==> src/rtl/tst_addr_seq_pkg.sv <==
package tst_addr_seq_pkg;
    typedef enum logic [1:0] {
        ORD_COL_ROW_BANK = 2'd0,
        ORD_ROW_COL_BANK = 2'd1,
        ORD_DIAGONAL     = 2'd2,
        ORD_COL_BANK_ROW = 2'd3
    } order_e;
endpackage

==> src/rtl/tst_field_step.sv <==
module tst_field_step #(
    parameter int W = 4
) (
    input  logic [W-1:0] cur_i,
    input  logic [W-1:0] lo_i,
    input  logic [W-1:0] hi_i,
    input  logic         down_i,
    output logic [W-1:0] nxt_o,
    output logic         at_fin_o
);
    logic [W-1:0] fin_val;
    logic [W-1:0] wrap_val;

    always_comb begin
        fin_val  = down_i ? lo_i : hi_i;
        wrap_val = down_i ? hi_i : lo_i;
        at_fin_o = (cur_i == fin_val);
        if (at_fin_o) begin
            nxt_o = wrap_val;
        end else if (down_i) begin
            nxt_o = cur_i - W'(1);
        end else begin
            nxt_o = cur_i + W'(1);
        end
    end
endmodule

==> src/rtl/tst_order_carry.sv <==
module tst_order_carry
    import tst_addr_seq_pkg::*;
(
    input  order_e order_i,
    input  logic   c_fin_i,
    input  logic   b_fin_i,
    input  logic   r_fin_i,
    output logic   step_c_o,
    output logic   step_b_o,
    output logic   step_r_o
);
    always_comb begin
        step_c_o = 1'b0;
        step_b_o = 1'b0;
        step_r_o = 1'b0;
        unique case (order_i)
            ORD_COL_ROW_BANK: begin
                step_c_o = 1'b1;
                step_r_o = c_fin_i;
                step_b_o = c_fin_i & r_fin_i;
            end
            ORD_ROW_COL_BANK: begin
                step_r_o = 1'b1;
                step_c_o = r_fin_i;
                step_b_o = c_fin_i & r_fin_i;
            end
            ORD_DIAGONAL: begin
                step_c_o = 1'b1;
                step_r_o = 1'b1;
                step_b_o = c_fin_i & r_fin_i;
            end
            ORD_COL_BANK_ROW: begin
                step_c_o = 1'b1;
                step_b_o = c_fin_i;
                step_r_o = c_fin_i & b_fin_i;
            end
            default: ;
        endcase
    end
endmodule

==> src/rtl/tst_addr_seq.sv <==
module tst_addr_seq
    import tst_addr_seq_pkg::*;
#(
    parameter int CW = 10,
    parameter int BW = 3,
    parameter int RW = 14
) (
    input  logic          clk,
    input  logic          rst_n,
    input  logic          start_i,
    input  logic [1:0]    mode_i,
    input  logic          down_i,
    input  logic [CW-1:0] lo_col_i,
    input  logic [BW-1:0] lo_bank_i,
    input  logic [RW-1:0] lo_row_i,
    input  logic [CW-1:0] hi_col_i,
    input  logic [BW-1:0] hi_bank_i,
    input  logic [RW-1:0] hi_row_i,
    input  logic          adv_i,
    output logic          valid_o,
    output logic [CW-1:0] col_o,
    output logic [BW-1:0] bank_o,
    output logic [RW-1:0] row_o,
    output logic          last_o,
    output logic          done_o
);
    localparam int AW = CW + BW + RW;

    typedef struct packed {
        order_e        order;
        logic          down;
        logic [CW-1:0] lo_c;
        logic [BW-1:0] lo_b;
        logic [RW-1:0] lo_r;
        logic [CW-1:0] hi_c;
        logic [BW-1:0] hi_b;
        logic [RW-1:0] hi_r;
    } cfg_t;

    typedef struct packed {
        cfg_t          cfg;
        logic [CW-1:0] col;
        logic [BW-1:0] bank;
        logic [RW-1:0] row;
        logic          valid;
        logic          done;
    } state_t;

    state_t st_d, st_q;

    logic [CW-1:0] nxt_c;
    logic [BW-1:0] nxt_b;
    logic [RW-1:0] nxt_r;
    logic          c_fin, b_fin, r_fin;
    logic          step_c, step_b, step_r;
    logic          at_end;
    logic [AW-1:0] addr_flat;

    tst_field_step #(.W(CW)) u_col_step (
        .cur_i(st_q.col), .lo_i(st_q.cfg.lo_c), .hi_i(st_q.cfg.hi_c),
        .down_i(st_q.cfg.down), .nxt_o(nxt_c), .at_fin_o(c_fin)
    );
    tst_field_step #(.W(BW)) u_bank_step (
        .cur_i(st_q.bank), .lo_i(st_q.cfg.lo_b), .hi_i(st_q.cfg.hi_b),
        .down_i(st_q.cfg.down), .nxt_o(nxt_b), .at_fin_o(b_fin)
    );
    tst_field_step #(.W(RW)) u_row_step (
        .cur_i(st_q.row), .lo_i(st_q.cfg.lo_r), .hi_i(st_q.cfg.hi_r),
        .down_i(st_q.cfg.down), .nxt_o(nxt_r), .at_fin_o(r_fin)
    );

    tst_order_carry u_carry (
        .order_i(st_q.cfg.order),
        .c_fin_i(c_fin), .b_fin_i(b_fin), .r_fin_i(r_fin),
        .step_c_o(step_c), .step_b_o(step_b), .step_r_o(step_r)
    );

    assign at_end = c_fin & b_fin & r_fin;

    always_comb begin
        st_d = st_q;
        if (start_i) begin
            st_d.cfg.order = order_e'(mode_i);
            st_d.cfg.down  = down_i;
            st_d.cfg.lo_c  = lo_col_i;
            st_d.cfg.lo_b  = lo_bank_i;
            st_d.cfg.lo_r  = lo_row_i;
            st_d.cfg.hi_c  = hi_col_i;
            st_d.cfg.hi_b  = hi_bank_i;
            st_d.cfg.hi_r  = hi_row_i;
            st_d.col       = down_i ? hi_col_i  : lo_col_i;
            st_d.bank      = down_i ? hi_bank_i : lo_bank_i;
            st_d.row       = down_i ? hi_row_i  : lo_row_i;
            st_d.valid     = 1'b1;
            st_d.done      = 1'b0;
        end else if (st_q.valid && adv_i) begin
            if (at_end) begin
                st_d.valid = 1'b0;
                st_d.done  = 1'b1;
            end else begin
                if (step_c) st_d.col  = nxt_c;
                if (step_b) st_d.bank = nxt_b;
                if (step_r) st_d.row  = nxt_r;
            end
        end
    end

    always_ff @(posedge clk or negedge rst_n) begin
        if (!rst_n) begin
            st_q <= '0;
        end else begin
            st_q <= st_d;
        end
    end

    assign valid_o   = st_q.valid;
    assign col_o     = st_q.col;
    assign bank_o    = st_q.bank;
    assign row_o     = st_q.row;
    assign last_o    = st_q.valid & at_end;
    assign done_o    = st_q.done;
    assign addr_flat = {st_q.row, st_q.bank, st_q.col};

    AST_FIRST_ADDR: assert property (@(posedge clk) disable iff (!rst_n)
        start_i |=> valid_o && !done_o &&
            col_o  == ($past(down_i) ? $past(hi_col_i)  : $past(lo_col_i)) &&
            bank_o == ($past(down_i) ? $past(hi_bank_i) : $past(lo_bank_i)) &&
            row_o  == ($past(down_i) ? $past(hi_row_i)  : $past(lo_row_i)));

    AST_IN_BOUNDS: assert property (@(posedge clk) disable iff (!rst_n)
        valid_o |-> col_o >= st_q.cfg.lo_c && col_o <= st_q.cfg.hi_c &&
                    bank_o >= st_q.cfg.lo_b && bank_o <= st_q.cfg.hi_b &&
                    row_o >= st_q.cfg.lo_r && row_o <= st_q.cfg.hi_r);

    AST_HOLD_ON_STALL: assert property (@(posedge clk) disable iff (!rst_n)
        valid_o && !adv_i && !start_i |=> valid_o && $stable(addr_flat));

    AST_LAST_VALID: assert property (@(posedge clk) disable iff (!rst_n)
        last_o |-> valid_o);

    AST_DONE_AFTER_LAST: assert property (@(posedge clk) disable iff (!rst_n)
        valid_o && adv_i && last_o && !start_i |=> done_o && !valid_o);

    AST_DONE_STICKY: assert property (@(posedge clk) disable iff (!rst_n)
        done_o && !start_i |=> done_o);

    AST_DONE_EXCL: assert property (@(posedge clk) disable iff (!rst_n)
        !(done_o && valid_o));
endmodule

==> config.mk <==
export PLATFORM = sky130hd
export DESIGN_NAME = tst_addr_seq
export DESIGN_NICKNAME = d
export VERILOG_FILES = /design/src/rtl/tst_addr_seq_pkg.sv /design/src/rtl/tst_field_step.sv /design/src/rtl/tst_order_carry.sv /design/src/rtl/tst_addr_seq.sv
export SDC_FILE = /design/constraint.sdc
export NUM_CORES = 1
export LEC_CHECK = 0
export ABC_AREA = 0
export BUFFER_PORTS_ARGS = -buffer_cell sky130_fd_sc_hd__buf_2
export CORE_MARGIN = 4
export CORE_UTILIZATION = 36
export DETAILED_ROUTE_END_ITERATION = 16
export GPL_ROUTABILITY_DRIVEN = 0
export HOLD_SLACK_MARGIN = 0.15
export PLACE_DENSITY_LB_ADDON = 0.3
export SYNTH_ARGS = -nofsm -noshare
export SYNTH_HDL_FRONTEND = slang
export SYNTH_SLANG_ARGS = --single-unit
export TNS_END_PERCENT = 5
==> constraint.sdc <==
create_clock -name clk -period 4.6 [get_ports clk]
set_clock_uncertainty 0.1 [all_clocks]
set_input_delay 0.23 -clock clk [delete_from_list [all_inputs] [get_ports clk]]
set_output_delay 0.23 -clock clk [all_outputs]
set_load 0.01 [all_outputs]
# Word level (Yosys, flattened, before mapping)

Index checks and enable logic that the tools add are counted.

Flip-flop bits (word level): 86
Output and inout bits: 30
Input bits: 61
Logic and storage cells: 69

Equal/unequal tests: 7
Mux-type cells: 25
Reductions and logical operators: 14
Bitwise logic cells: 4
Add/sub/neg operators: 6

Operator list:

| cell                                                | number |
|---|---|
| 2-to-1 mux 14 bit                                   | 6 |
| 2-to-1 mux 10 bit                                   | 6 |
| 2-to-1 mux 29 bit                                   | 2 |
| 2-to-1 mux 27 bit                                   | 1 |
| 2-to-1 mux 3 bit                                    | 6 |
| adder 14 x 1 -> 14 bit, second input constant       | 1 |
| equality test 14 bit                                | 1 |
| subtractor 14 x 1 -> 14 bit, second input constant  | 1 |
| adder 10 x 1 -> 10 bit, second input constant       | 1 |
| equality test 10 bit                                | 1 |
| nonzero test 2 bit                                  | 5 |
| subtractor 10 x 1 -> 10 bit, second input constant  | 1 |
| AND reduction 3 bit                                 | 3 |
| OR reduction 3 bit                                  | 2 |
| AND 1 bit                                           | 4 |
| equality test 2 bit, second input constant          | 2 |
| case mux 1 bit (2 select lines)                     | 2 |
| adder 3 x 1 -> 3 bit, second input constant         | 1 |
| equality test 3 bit                                 | 1 |
| case mux 1 bit (3 select lines)                     | 1 |
| subtractor 3 x 1 -> 3 bit, second input constant    | 1 |
| equality test 2 x 1 -> 1 bit, second input constant | 1 |
| logical NOT 2 bit                                   | 1 |
| 2-to-1 mux 2 bit                                    | 1 |
| other kinds (4)                                     | 4 |

# Longest topological paths before layout

Gate-level depths: netlist of run 1.

Depth after elaboration: 8
Mapped depth: 15
Mapped depth without buffers: 10

# By module

Synthesis of run 1 repeated with hierarchy kept, for this count alone.

Cell total of the unflattened synthesis: 610
Area total of the unflattened synthesis: 6,378.6 um^2

By module, submodules not included:

| module                        | instances | sequential area each (um^2) | cells an instance | area an instance (um^2) |
|---|---|---|---|---|
| tst_addr_seq                  | 1         | 2,152.1                     | 317               | 4,003.8 |
| tst_field_step at u_row_step  | 1         | 0.0                         | 159               | 1,218.7 |
| tst_field_step at u_col_step  | 1         | 0.0                         | 101               | 864.6 |
| tst_field_step at u_bank_step | 1         | 0.0                         | 23                | 214.0 |
| tst_order_carry               | 1         | 0.0                         | 10                | 77.6 |

# Worst setup path before layout of run 1

OpenSTA, ideal clock, no wires.

Kind: reg-to-reg
From: reg st_q[83] (netlist bit)
To: reg st_q, in the netlist row_o[10]
Cell stages (with the launch flop): 16
Setup slack: 1,094 ps
Buffers on the path: 5
Required time: 4,368 ps
Period minus slack after synthesis: 3,506 ps
Arrival: 3,274 ps
Setup time: 132 ps
Cells stage by stage: dfrtp_1 -> buf_2 -> buf_6 -> buf_6 -> inv_1 -> clkbuf_1 -> buf_1 -> fa_1 -> nor2b_1 -> o31ai_1 -> a211oi_1 -> nor3_1 -> xor2_1 -> a21oi_1 -> mux2i_1 -> o21ai_1

Cells in the longest elaborated chain, start to end: 7
Elaborated cells between the ends (all ways): 19
Classes of those cells: eq/ne (4); mux (11); bitwise (2); reduce/logical (2)

Ends and longest elaborated chain:

| element                  | line                 | source |
|---|---|---|
| start: declaration       | tst_addr_seq.sv:49   | `state_t st_d, st_q;` |
| start signal: assignment | tst_addr_seq.sv:112  | `st_q <= st_d;` |
| 2-to-1 mux 14 bit        | tst_field_step.sv:15 | `fin_val = down_i ? lo_i : hi_i;` |
| equality test 14 bit     | tst_field_step.sv:17 | `at_fin_o = (cur_i == fin_val);` |
| 2-to-1 mux 14 bit        | tst_field_step.sv:18 | `if (at_fin_o) begin` |
| 2-to-1 mux 14 bit        | tst_addr_seq.sv:103  | `if (step_r) st_d.row = nxt_r;` |
| 2-to-1 mux 27 bit        | tst_addr_seq.sv:97   | `if (at_end) begin` |
| 2-to-1 mux 29 bit        | tst_addr_seq.sv:96   | `end else if (st_q.valid && adv_i) begin` |
| 2-to-1 mux 29 bit        | tst_addr_seq.sv:82   | `if (start_i) begin` |

Several ways; a longest one is shown, not always the timed one. The select of a mux whose other input is x is not followed.
A chain may end at the register's enable or synchronous reset.

# Worst setup path after layout of run 1

From: reg st_q[83] (netlist bit)
To: reg st_q, in the netlist row_o[11]

Same word-level chain as after synthesis.

==> flow_metrics.env, run 1 <==
export IMPL_outcome="finished, final reports clean"
export IMPL_grt_usage=0.1583
export IMPL_fin_nets=810
export IMPL_dp_hpwl_um=10860
export IMPL_synth_edff_count=0
export IMPL_vias=4932
export IMPL_io_pins=91
export IMPL_final_core_util=0.4422
export IMPL_path_cells="mux2i_1 > xnor2_1 > nor4_2 > nand4_1 > nand3b_1 > a211o_1 > nand2_1 > mux2_1"
export IMPL_drt_iter0_markers=190
export IMPL_grt_start_max_net_pins=73
export IMPL_p_sw_frac=0.3415
export IMPL_required_ns=4.73
export IMPL_ant_nets=0
export IMPL_combPwrFrac=0.359
export IMPL_first_global_vias=4947
export IMPL_crit_type="reg2reg"
export IMPL_multi_input_area_um2=3699
export IMPL_fill_cells=1677
export IMPL_synth_seq_cells=86
export IMPL_final_cell_mix="buf_2, dfrtp_1, mux2i_1"
export IMPL_fin_crit_sh=0.8582
export IMPL_seqCellArea_um2=2156
export IMPL_grtUsageMet1=0.2051
export IMPL_post_cts_resized=0
export IMPL_grtUsageMet2=0.2674
export IMPL_cts_root_buf="clkbuf_16"
export IMPL_cp_start_kind="flip-flop"
export IMPL_setup_violations=0
export IMPL_finalPower_mw=2.778
export IMPL_numPortBuffers=90
export IMPL_timing_hold_ws_ns=0.2855
export IMPL_finalWirelength_um=15090
export IMPL_gr_max_usage_layer="met2"
export IMPL_dp_cells=879
export IMPL_postSynth_asyncResetShare=1.000
export IMPL_clock_path_buffers=2
export IMPL_avgSynthCellArea_um2=10.14
export IMPL_synth_xor_area_frac=0.06132
export IMPL_synth_top_family_by_area="multiplexers"
export IMPL_rows=48
export IMPL_critPathCaptureType="flip-flop"
export IMPL_drtPass1Iterations=4
export IMPL_clock_latency_ns=0.35
export IMPL_final_hold_viol_count=0
export IMPL_fin_setup_tns_ns=0
export IMPL_synth_mux_area_frac=0.2347
export IMPL_syn_num_nets=707
export IMPL_crit_arrival_ns=4.07
export IMPL_hold_path_class="in2async"
export IMPL_p_leak_nw=3.384
export IMPL_cpPeakStageDelay_ns=1.10
export IMPL_synth_simple_area_share=0.1105
export IMPL_report_final_slew_viol_count=0
export IMPL_die_h_um=140.1
export IMPL_fmax_mhz=253.3
export IMPL_power_density_nw_per_um2=365.7
export IMPL_ctsHtreeMaxLevel=3
export IMPL_synthAdderAreaFrac=0.05535
export IMPL_grt_util_met3=0.03926
export IMPL_fin_cells=953
export IMPL_synth_top_flop_cell="dfrtp_1"
export IMPL_clk_pin_slew_ns=0.07
export IMPL_fp_dieW_um=140.1
export IMPL_antenna_found_initial=0
export IMPL_period_minus_slack_ns=3.948
export IMPL_yosys_warnings=0
export IMPL_synth_compound_area_frac=0.1266
export IMPL_overflow=0
export IMPL_syn_inst=620
export IMPL_p_switching_mw=0.9488
export IMPL_slew_headroom=0.3335
export IMPL_final_common_cell="buf_2"
export IMPL_syn_area_um2=6285
export IMPL_start_util=0.3659
export IMPL_cts_inserted_buffers=9
export IMPL_clkPwrFrac=0.284
export IMPL_seq_area_frac_synth=0.3424
export IMPL_core_area_um2=17180
export IMPL_synth_cell_types=56
export IMPL_tightest_slew_ns=0.9998
export IMPL_die_area_um2=19640
export IMPL_cts_sinks=86
export IMPL_power_frac_seq=0.356
export IMPL_internal_power_mw=1.829
export IMPL_rsz0062_at_grt="false"
export IMPL_final_layout_size_suffix_gt1_frac=0.2569
export IMPL_drt_vias_per_instance=5.175
export IMPL_maxCapViolCount=0
export IMPL_syn_to_final_growth_pct=20.86
export IMPL_grt_pass1_wl_um=25270
export IMPL_cts_tree="yes"
export IMPL_ir_drop_mv=0.2921
export IMPL_n_antenna_cell=0
export IMPL_avgRoutedWirePerCell_um=15.83
export IMPL_route_detailed_drc=0
export IMPL_cp_slowest_cell="dfrtp_4"
export IMPL_cp_max_fo=72
-- path summary, 6_finish.rpt --
kind	start	to	slack, ns	cells past startpoint
worst max-delay path	st_q[83]$_DFFE_PN0P_	row_o[11]$_DFFE_PN0P_	0.65	8
worst min-delay path	rst_n	st_q[50]$_DFFE_PN0P_	0.29	2
worst max register to register	st_q[83]$_DFFE_PN0P_	row_o[11]$_DFFE_PN0P_	0.65	8
worst min register to register	done_o$_DFFE_PN0P_	done_o$_DFFE_PN0P_	0.42	2
max in group asynchronous	rst_n	st_q[65]$_DFFE_PN0P_	3.09	3
min in group clk	start_i	col_o[2]$_DFFE_PN0P_	0.29	3
-- Yosys cell counts, drive strengths merged, types with 3 or more instances --
cell type / instances / share of area
clkbuf: 20 / 0.012
a21o: 4 / 0.0048
mux2: 67 / 0.12
o211ai: 4 / 0.0048
nand2: 40 / 0.024
ha: 23 / 0.046
dfrtp: 86 / 0.34
xor2: 13 / 0.018
nand2b: 6 / 0.0060
and2: 11 / 0.011
o21ai: 32 / 0.025
nor2: 21 / 0.013
o21a: 3 / 0.0036
nand3: 5 / 0.0040
mux2i: 72 / 0.11
a2111oi: 4 / 0.0086
a211oi: 19 / 0.023
nor3: 18 / 0.014
nor4: 6 / 0.014
buf: 42 / 0.048
xnor2: 31 / 0.043
nor2b: 12 / 0.012
a21oi: 30 / 0.024
fa: 3 / 0.0096
a211o: 4 / 0.0056
inv: 14 / 0.0084
or3: 4 / 0.0040
-- power groups by stage --
stage          Clock [mW]  Sequential [mW]  Combinational (mW)
2_1_floorplan           0            0.943               0.827
3_3_place_gp            0             1.00               0.942
3_5_place_dp            0             1.00               0.963
4_1_cts             0.817            0.989                1.01
5_1_grt             0.847             1.01                1.12
6_report            0.790            0.990               0.998
-- kinds of logic after synthesis --
kind of cell,after synthesis
AO/OA/AOI/OAI,119
XOR/XNOR,44
adder cells (fa/ha/maj),26
buffers and inverters,77
flip-flops,86
multiplexers,139
AND/OR/NAND/NOR,129
-- state kept, by name, indices dropped and copies added, names as in the netlist --
signal	cells
row_o	14
done_o	1
valid_o	1
bank_o	3
col_o	10
st_q	57
-- through the flow --
step,area (um2),setup WS (ns)
floorplan,6285,1.094
global placement,6693,0.7849
detailed placement,6693,0.6695
CTS,7596,0.6042
global route,7596,0.3541
finish,7596,0.6522
-- worst max-delay path: cells and delay by family (launching register included) --
kind	cells	cell delay, ns
and+or+nand+nor	4	1.13
DFF	1	1.10
muxes	2	0.69
AOI/OAI and AO/OA	1	0.67
xor gates and xnor gates	1	0.10
-- final cells by class --
cell class              count  share of cell area
clock buffers               9             0.02965
clock inverters             7             0.01285
inverters                  15            0.007412
multi-input cells         457              0.4869
flip-flops and latches     86              0.2838
well taps                 225             0.03706
repair buffers            154              0.1423
-- per-layer routing --
metal	wire length [um]	part of all wire	up-vias
li1	-	-	2403
met1	6898	0.46	2423
met2	7447	0.49	92
met3	530	0.035	14
met4	210	0.014	0
met5	0	0	-
-- timing repair --
| item | 4_1_cts | 5_1_grt |
|---|---|---|
| buffers inserted | 0 | 0 |
| hold endpoints to repair | 114 | 0 |
| hold buffers | 58 | 0 |
Note: power is estimated with default switching activity, not from simulation.
==> inputs of run 2 (changes only) <==
--- a/config.mk
+++ b/config.mk
@@ -7,8 +7,9 @@
 export LEC_CHECK = 0
 export ABC_AREA = 0
 export BUFFER_PORTS_ARGS = -buffer_cell sky130_fd_sc_hd__buf_2
+export CORE_ASPECT_RATIO = 0.8
 export CORE_MARGIN = 4
-export CORE_UTILIZATION = 36
+export CORE_UTILIZATION = 59
 export DETAILED_ROUTE_END_ITERATION = 16
 export GPL_ROUTABILITY_DRIVEN = 0
 export HOLD_SLACK_MARGIN = 0.15
==> run 2 against run 1 <==
  * Wire length up 2.2%
  * Largest power group unchanged
  * Highest routed layer unchanged
  * Non-clock buffer count increased by 1
  * First-iteration DRC count is 120% higher
  * Largest cell class unchanged
==> flow_metrics.env, run 2 (synthesis results as in run 1) <==
export IMPL_hold_path_class="in2reg"
export IMPL_worstSetupStartpoint="st_q[83]$_DFFE_PN0P_"
export IMPL_cp_max_fo=60
export IMPL_die_area_um2=12380
export IMPL_fmax_mhz=249.2
export IMPL_core_area_um2=10320
export IMPL_crit_type="reg2reg"
export IMPL_dp_hpwl_um=10360
export IMPL_finalWirelength_um=15420
export IMPL_fin_crit_sh=0.8725
export IMPL_crit_arrival_ns=4.14
export IMPL_cp_top_family="compound AO/OA/AOI/OAI gates"
export IMPL_power_density_nw_per_um2=369.9
export IMPL_p_leak_nw=3.383
export IMPL_largest_register="st_q"
export IMPL_ant_nets=0
export IMPL_n_antenna_cell=0
export IMPL_worstHoldStart="adv_i"
export IMPL_reg2reg_from="st_q[83]$_DFFE_PN0P_"
export IMPL_reg_largest_list="st_q: 57 flops, row_o: 14 flops, col_o: 10 flops"
export IMPL_cp_slowest_cell="dfrtp_4"
export IMPL_final_common_cell="buf_2"
export IMPL_maxCapViolCount=0
export IMPL_drtPass1Iterations=5
export IMPL_fin_nets=811
export IMPL_clock_path_buffers=2
export IMPL_critPathCaptureType="flip-flop"
export IMPL_io_pins=91
export IMPL_first_global_vias=5074
export IMPL_fin_cells=869
export IMPL_outcome="finished, final reports clean"
export IMPL_setup_violations=0
export IMPL_cts_inserted_buffers=9
export IMPL_fill_cells=735
export IMPL_required_ns=4.72
export IMPL_grt_start_max_net_pins=103
export IMPL_largest_reg_flops=57
export IMPL_tightest_slew_ns=1.138
export IMPL_postCtsSetupRepairBufs=0
export IMPL_dp_cells=796
export IMPL_grt_usage=0.2615
export IMPL_vias=5036
export IMPL_cp_start_kind="flip-flop"
export IMPL_numPortBuffers=90
export IMPL_cts_sinks=86
export IMPL_drt_vias_per_instance=5.795
export IMPL_start_util=0.6088
export IMPL_rsz0062_at_grt="false"
export IMPL_clock_latency_ns=0.35
export IMPL_path_cells="ha_1 > a211o_1 > a2111oi_0 > o21ai_1 > a41oi_1 > mux2i_1 > nor3_1 > a21oi_2 > a2bb2oi_2"
export IMPL_cts_tree="yes"
export IMPL_fp_dieW_um=123.4
export IMPL_final_core_util=0.7241
export IMPL_syn_to_final_growth_pct=18.93
export IMPL_ctsHtreeMaxLevel=3
export IMPL_drt_iter0_markers=411
export IMPL_report_final_slew_viol_count=0
export IMPL_route_detailed_drc=0
export IMPL_cts_root_buf="clkbuf_16"
export IMPL_ir_drop_mv=0.2990
export IMPL_final_cell_mix="buf_2, dfrtp_1, mux2i_1"
export IMPL_final_hold_viol_count=0
export IMPL_placed_area_um2=6601
export IMPL_place_ws_ns=0.7465
export IMPL_antenna_found_initial=0
export IMPL_fin_ws_ns=0.5864
export IMPL_final_design_area_no_fill_um2=7475
export IMPL_rows=33
export IMPL_avgRoutedWirePerCell_um=17.74
export IMPL_crit_buf_inv=0
export IMPL_slew_headroom=0.2412
export IMPL_cpPeakStageDelay_ns=1.00
export IMPL_final_layout_size_suffix_gt1_frac=0.2565
export IMPL_grt_pass1_wl_um=25540
export IMPL_die_h_um=100.3
export IMPL_fin_setup_tns_ns=0
export IMPL_overflow=0
export IMPL_period_minus_slack_ns=4.014
export IMPL_clk_pin_slew_ns=0.07
## run 2: changes by cell type in the layout (fill, tap and decap cells not counted), sizes merged
| cell | delta |
|---|---|
| clkbuf | +4 |
| buf | +2 |
| bufinv | -1 |
| clkinv | -1 |
| clkinvlp | -1 |
| dlygate4sd3 | -1 |
| inv | -1 |
## run 2: layer usage
| layer | up-vias | global-route usage | wire length, um |
|---|---|---|---|
| li1 | 2417 | - | - |
| met1 | 2452 | 0.3605 | 7038 |
| met2 | 148 | 0.4144 | 7293 |
| met3 | 19 | 0.05408 | 861 |
| met4 | 0 | 0.08340 | 226 |
| met5 | - | 0 | 0 |
## run 2: area by class of cell
cell class / count / area [um2] / share of cell area
multi-input cells: 457 / 3699 / 0.4948
repair buffers: 155 / 1086 / 0.1453
well taps: 140 / 175.2 / 0.02343
flip-flops and latches: 86 / 2156 / 0.2884
inverters: 15 / 56.30 / 0.007533
clock inverters: 3 / 42.54 / 0.005691
clock buffers: 13 / 260.3 / 0.03482
## run 2: timing repair
item | 4_1_cts | 5_1_grt
hold endpoints to repair | 116 | 0
hold buffers | 57 | 0
resized for setup | 0 | 0
## run 2: final timing paths
kind / endpoint / slack [ns] / depth (start not counted)
setup / recovery: row_o[13]$_DFFE_PN0P_ / 0.59 / 9
hold / removal: done_o$_DFFE_PN0P_ / 0.16 / 3
setup reg to reg: row_o[13]$_DFFE_PN0P_ / 0.59 / 9
hold reg to reg: done_o$_DFFE_PN0P_ / 0.42 / 2
max in group asynchronous: st_q[83]$_DFFE_PN0P_ / 3.07 / 3
min in group asynchronous: st_q[79]$_DFFE_PN0P_ / 0.31 / 2
## run 2: tightest hold or removal path, cell delays in order
cell and delay, ns:
buf_2 0.12, nand3_1 0.13, a21oi_1 0.08
## run 2: per-stage QoR
step | power, mW | hold WS, ns
after floorplan | 1.770 | -0.1656
after global placement | 1.924 | 0.1385
after detailed placement | 1.964 | 0.1486
after CTS | 2.768 | 0.1516
after global routing | 2.923 | 0.1808
final | 2.765 | 0.1611
## run 2: power breakdown
part           switching, mW  internal (mW)
sequential             0.132          0.854
clock                  0.304          0.450
combinational          0.524          0.501
total                  0.960           1.81
==> inputs of run 3 (changes only) <==
--- a/config.mk
+++ b/config.mk
@@ -14,6 +14,7 @@
 export GPL_ROUTABILITY_DRIVEN = 0
 export HOLD_SLACK_MARGIN = 0.15
 export PLACE_DENSITY_LB_ADDON = 0.3
+export RECOVER_POWER = 25
 export SYNTH_ARGS = -nofsm -noshare
 export SYNTH_HDL_FRONTEND = slang
 export SYNTH_SLANG_ARGS = --single-unit
==> run 3 against run 2 <==
  * The run now ends with capacitance limit, slew limit left
  * Critical path depth unchanged
  * Via count hardly changed
  * Utilization is 0.16 points lower
  * Final cell count unchanged
  * Power down 0.13%
  * Critical path type unchanged
  * Register-to-register slack about the same
==> flow_metrics.env, run 3 (synthesis results as in run 1) <==
export IMPL_period_minus_slack_ns=4.003
export IMPL_fp_dieW_um=123.4
export IMPL_n_antenna_cell=0
export IMPL_grt_start_max_net_pins=103
export IMPL_rows=33
export IMPL_final_layout_size_suffix_gt1_frac=0.2414
export IMPL_place_ws_ns=0.7465
export IMPL_violations="capacitance limit, slew limit"
export IMPL_vias=5039
export IMPL_final_common_cell="dfrtp_1"
export IMPL_p_leak_nw=3.350
export IMPL_cts_inserted_buffers=9
export IMPL_final_cell_mix="dfrtp_1, buf_2, mux2i_1"
export IMPL_reg2reg_from="st_q[83]$_DFFE_PN0P_"
export IMPL_syn_to_final_growth_pct=18.67
export IMPL_worstHoldStart="adv_i"
export IMPL_fmax_mhz=249.8
export IMPL_gr_max_usage_layer="met2"
export IMPL_largest_reg_flops=57
export IMPL_overflow=0
export IMPL_min_path_cells=3
export IMPL_fill_cells=745
export IMPL_clock_path_buffers=2
export IMPL_cp_start_kind="flip-flop"
export IMPL_first_global_vias=5074
export IMPL_maxCapViolCount=1
export IMPL_drtPass1Iterations=5
export IMPL_antenna_found_initial=0
export IMPL_post_cts_resized=0
export IMPL_fin_nets=811
export IMPL_clock_latency_ns=0.34
export IMPL_dp_hpwl_um=10360
export IMPL_rr_worst_depth=9
export IMPL_timing_hold_ws_ns=0.1571
export IMPL_grtUsageMet2=0.4144
export IMPL_setup_violations=0
export IMPL_rsz0062_at_grt="false"
export IMPL_outcome="complete, but fails checks"
export IMPL_finalPower_mw=2.761
export IMPL_ctsHtreeMaxLevel=3
export IMPL_fin_crit_sh=0.8703
export IMPL_path_cells="ha_1 > a211o_1 > a2111oi_0 > o21ai_1 > a41oi_1 > mux2i_1 > nor3_1 > a21oi_2 > a2bb2oi_2"
export IMPL_crit_arrival_ns=4.13
export IMPL_largest_register="st_q"
export IMPL_numPortBuffers=90
export IMPL_crit_type="reg2reg"
export IMPL_tightest_slew_ns=2.259
export IMPL_postCtsSetupRepairBufs=0
export IMPL_cpPeakStageDelay_ns=1.00
export IMPL_grt_pass1_wl_um=25540
export IMPL_grt_util_met3=0.05408
export IMPL_reg_largest_list="st_q: 57 flops, row_o: 14 flops, col_o: 10 flops"
export IMPL_grtUsageMet1=0.3605
export IMPL_die_h_um=100.3
export IMPL_slew_headroom=-0.5063
export IMPL_start_util=0.6088
export IMPL_finalWirelength_um=15460
export IMPL_drt_vias_per_instance=5.799
export IMPL_cts_root_buf="clkbuf_16"
export IMPL_drt_iter0_markers=408
export IMPL_grt_usage=0.2615
export IMPL_critPathCaptureType="flip-flop"
export IMPL_worstSetupStartpoint="st_q[83]$_DFFE_PN0P_"
export IMPL_die_area_um2=12380
export IMPL_required_ns=4.72
export IMPL_final_core_util=0.7225
export IMPL_fin_setup_tns_ns=0
export IMPL_cts_tree="yes"
export IMPL_clk_pin_slew_ns=0.06
export IMPL_cp_max_fo=60
export IMPL_fin_ws_ns=0.5967
export IMPL_final_hold_viol_count=0
export IMPL_hold_path_class="in2reg"
export IMPL_report_final_slew_viol_count=42
export IMPL_ant_nets=0
export IMPL_io_pins=91
export IMPL_ir_drop_mv=0.2998
export IMPL_postCtsHoldBufs=57
export IMPL_core_area_um2=10320
export IMPL_cts_sinks=86
export IMPL_power_density_nw_per_um2=370.2
export IMPL_avgRoutedWirePerCell_um=17.79
export IMPL_cp_slowest_cell="dfrtp_4"
export IMPL_route_detailed_drc=0
==> run 3: changes by cell type in the layout (fill, tap and decap cells not counted) <==
cell	before	now
buf_4	10	9
clkbuf_1	2	13
buf_2	88	78
==> run 3: through the flow <==
step / std cells / instance area (um2)
final: 869 / 7458
after global routing: 869 / 7458
after CTS: 869 / 7475
after detailed placement: 796 / 6601
after global placement: 796 / 6601
after floorplan: 620 / 6285
==> run 3: metal layers <==
| metal | part of all wire | vias to the layer above |
|---|---|---|
| met2 | 0.47 | 139 |
| met4 | 0.015 | 0 |
| met5 | 0 | - |
| met1 | 0.46 | 2465 |
| met3 | 0.050 | 18 |
| li1 | - | 2417 |
==> run 3: worst paths after layout <==
check / to / slack (ns)
min in group asynchronous: st_q[79]$_DFFE_PN0P_ / 1.00
min: done_o$_DFFE_PN0P_ / 0.16
min reg2reg: done_o$_DFFE_PN0P_ / 0.42
max: row_o[13]$_DFFE_PN0P_ / 0.60
max in group asynchronous: st_q[83]$_DFFE_PN0P_ / 1.78
max reg2reg: row_o[13]$_DFFE_PN0P_ / 0.60
==> run 3: final cells by class <==
class	count	area, um2	area share
tap	140	175.2	0.02349
inverter	15	56.30	0.007549
clock inverter	3	42.54	0.005704
multi-input combinational	457	3699	0.4959
clock buffer	13	260.3	0.03489
timing repair buffer	155	1070	0.1434
sequential	86	2156	0.2890
==> run 3: power breakdown <==
group	total (mW)	switching, mW	internal (mW)	leakage (nW)
Combinational	1.02	0.524	0.498	2.20
Clock	0.753	0.303	0.450	0.146
Sequential	0.986	0.133	0.854	1.01
==> run 3: critical path: cells and delay by family, from the launching register on <==
family	cells	cell delay, ns
muxes	1	0.17
AOI/OAI and AO/OA	6	1.91
and+or+nand+nor	1	0.29
DFF	1	1.00
adders and majority gates	1	0.39
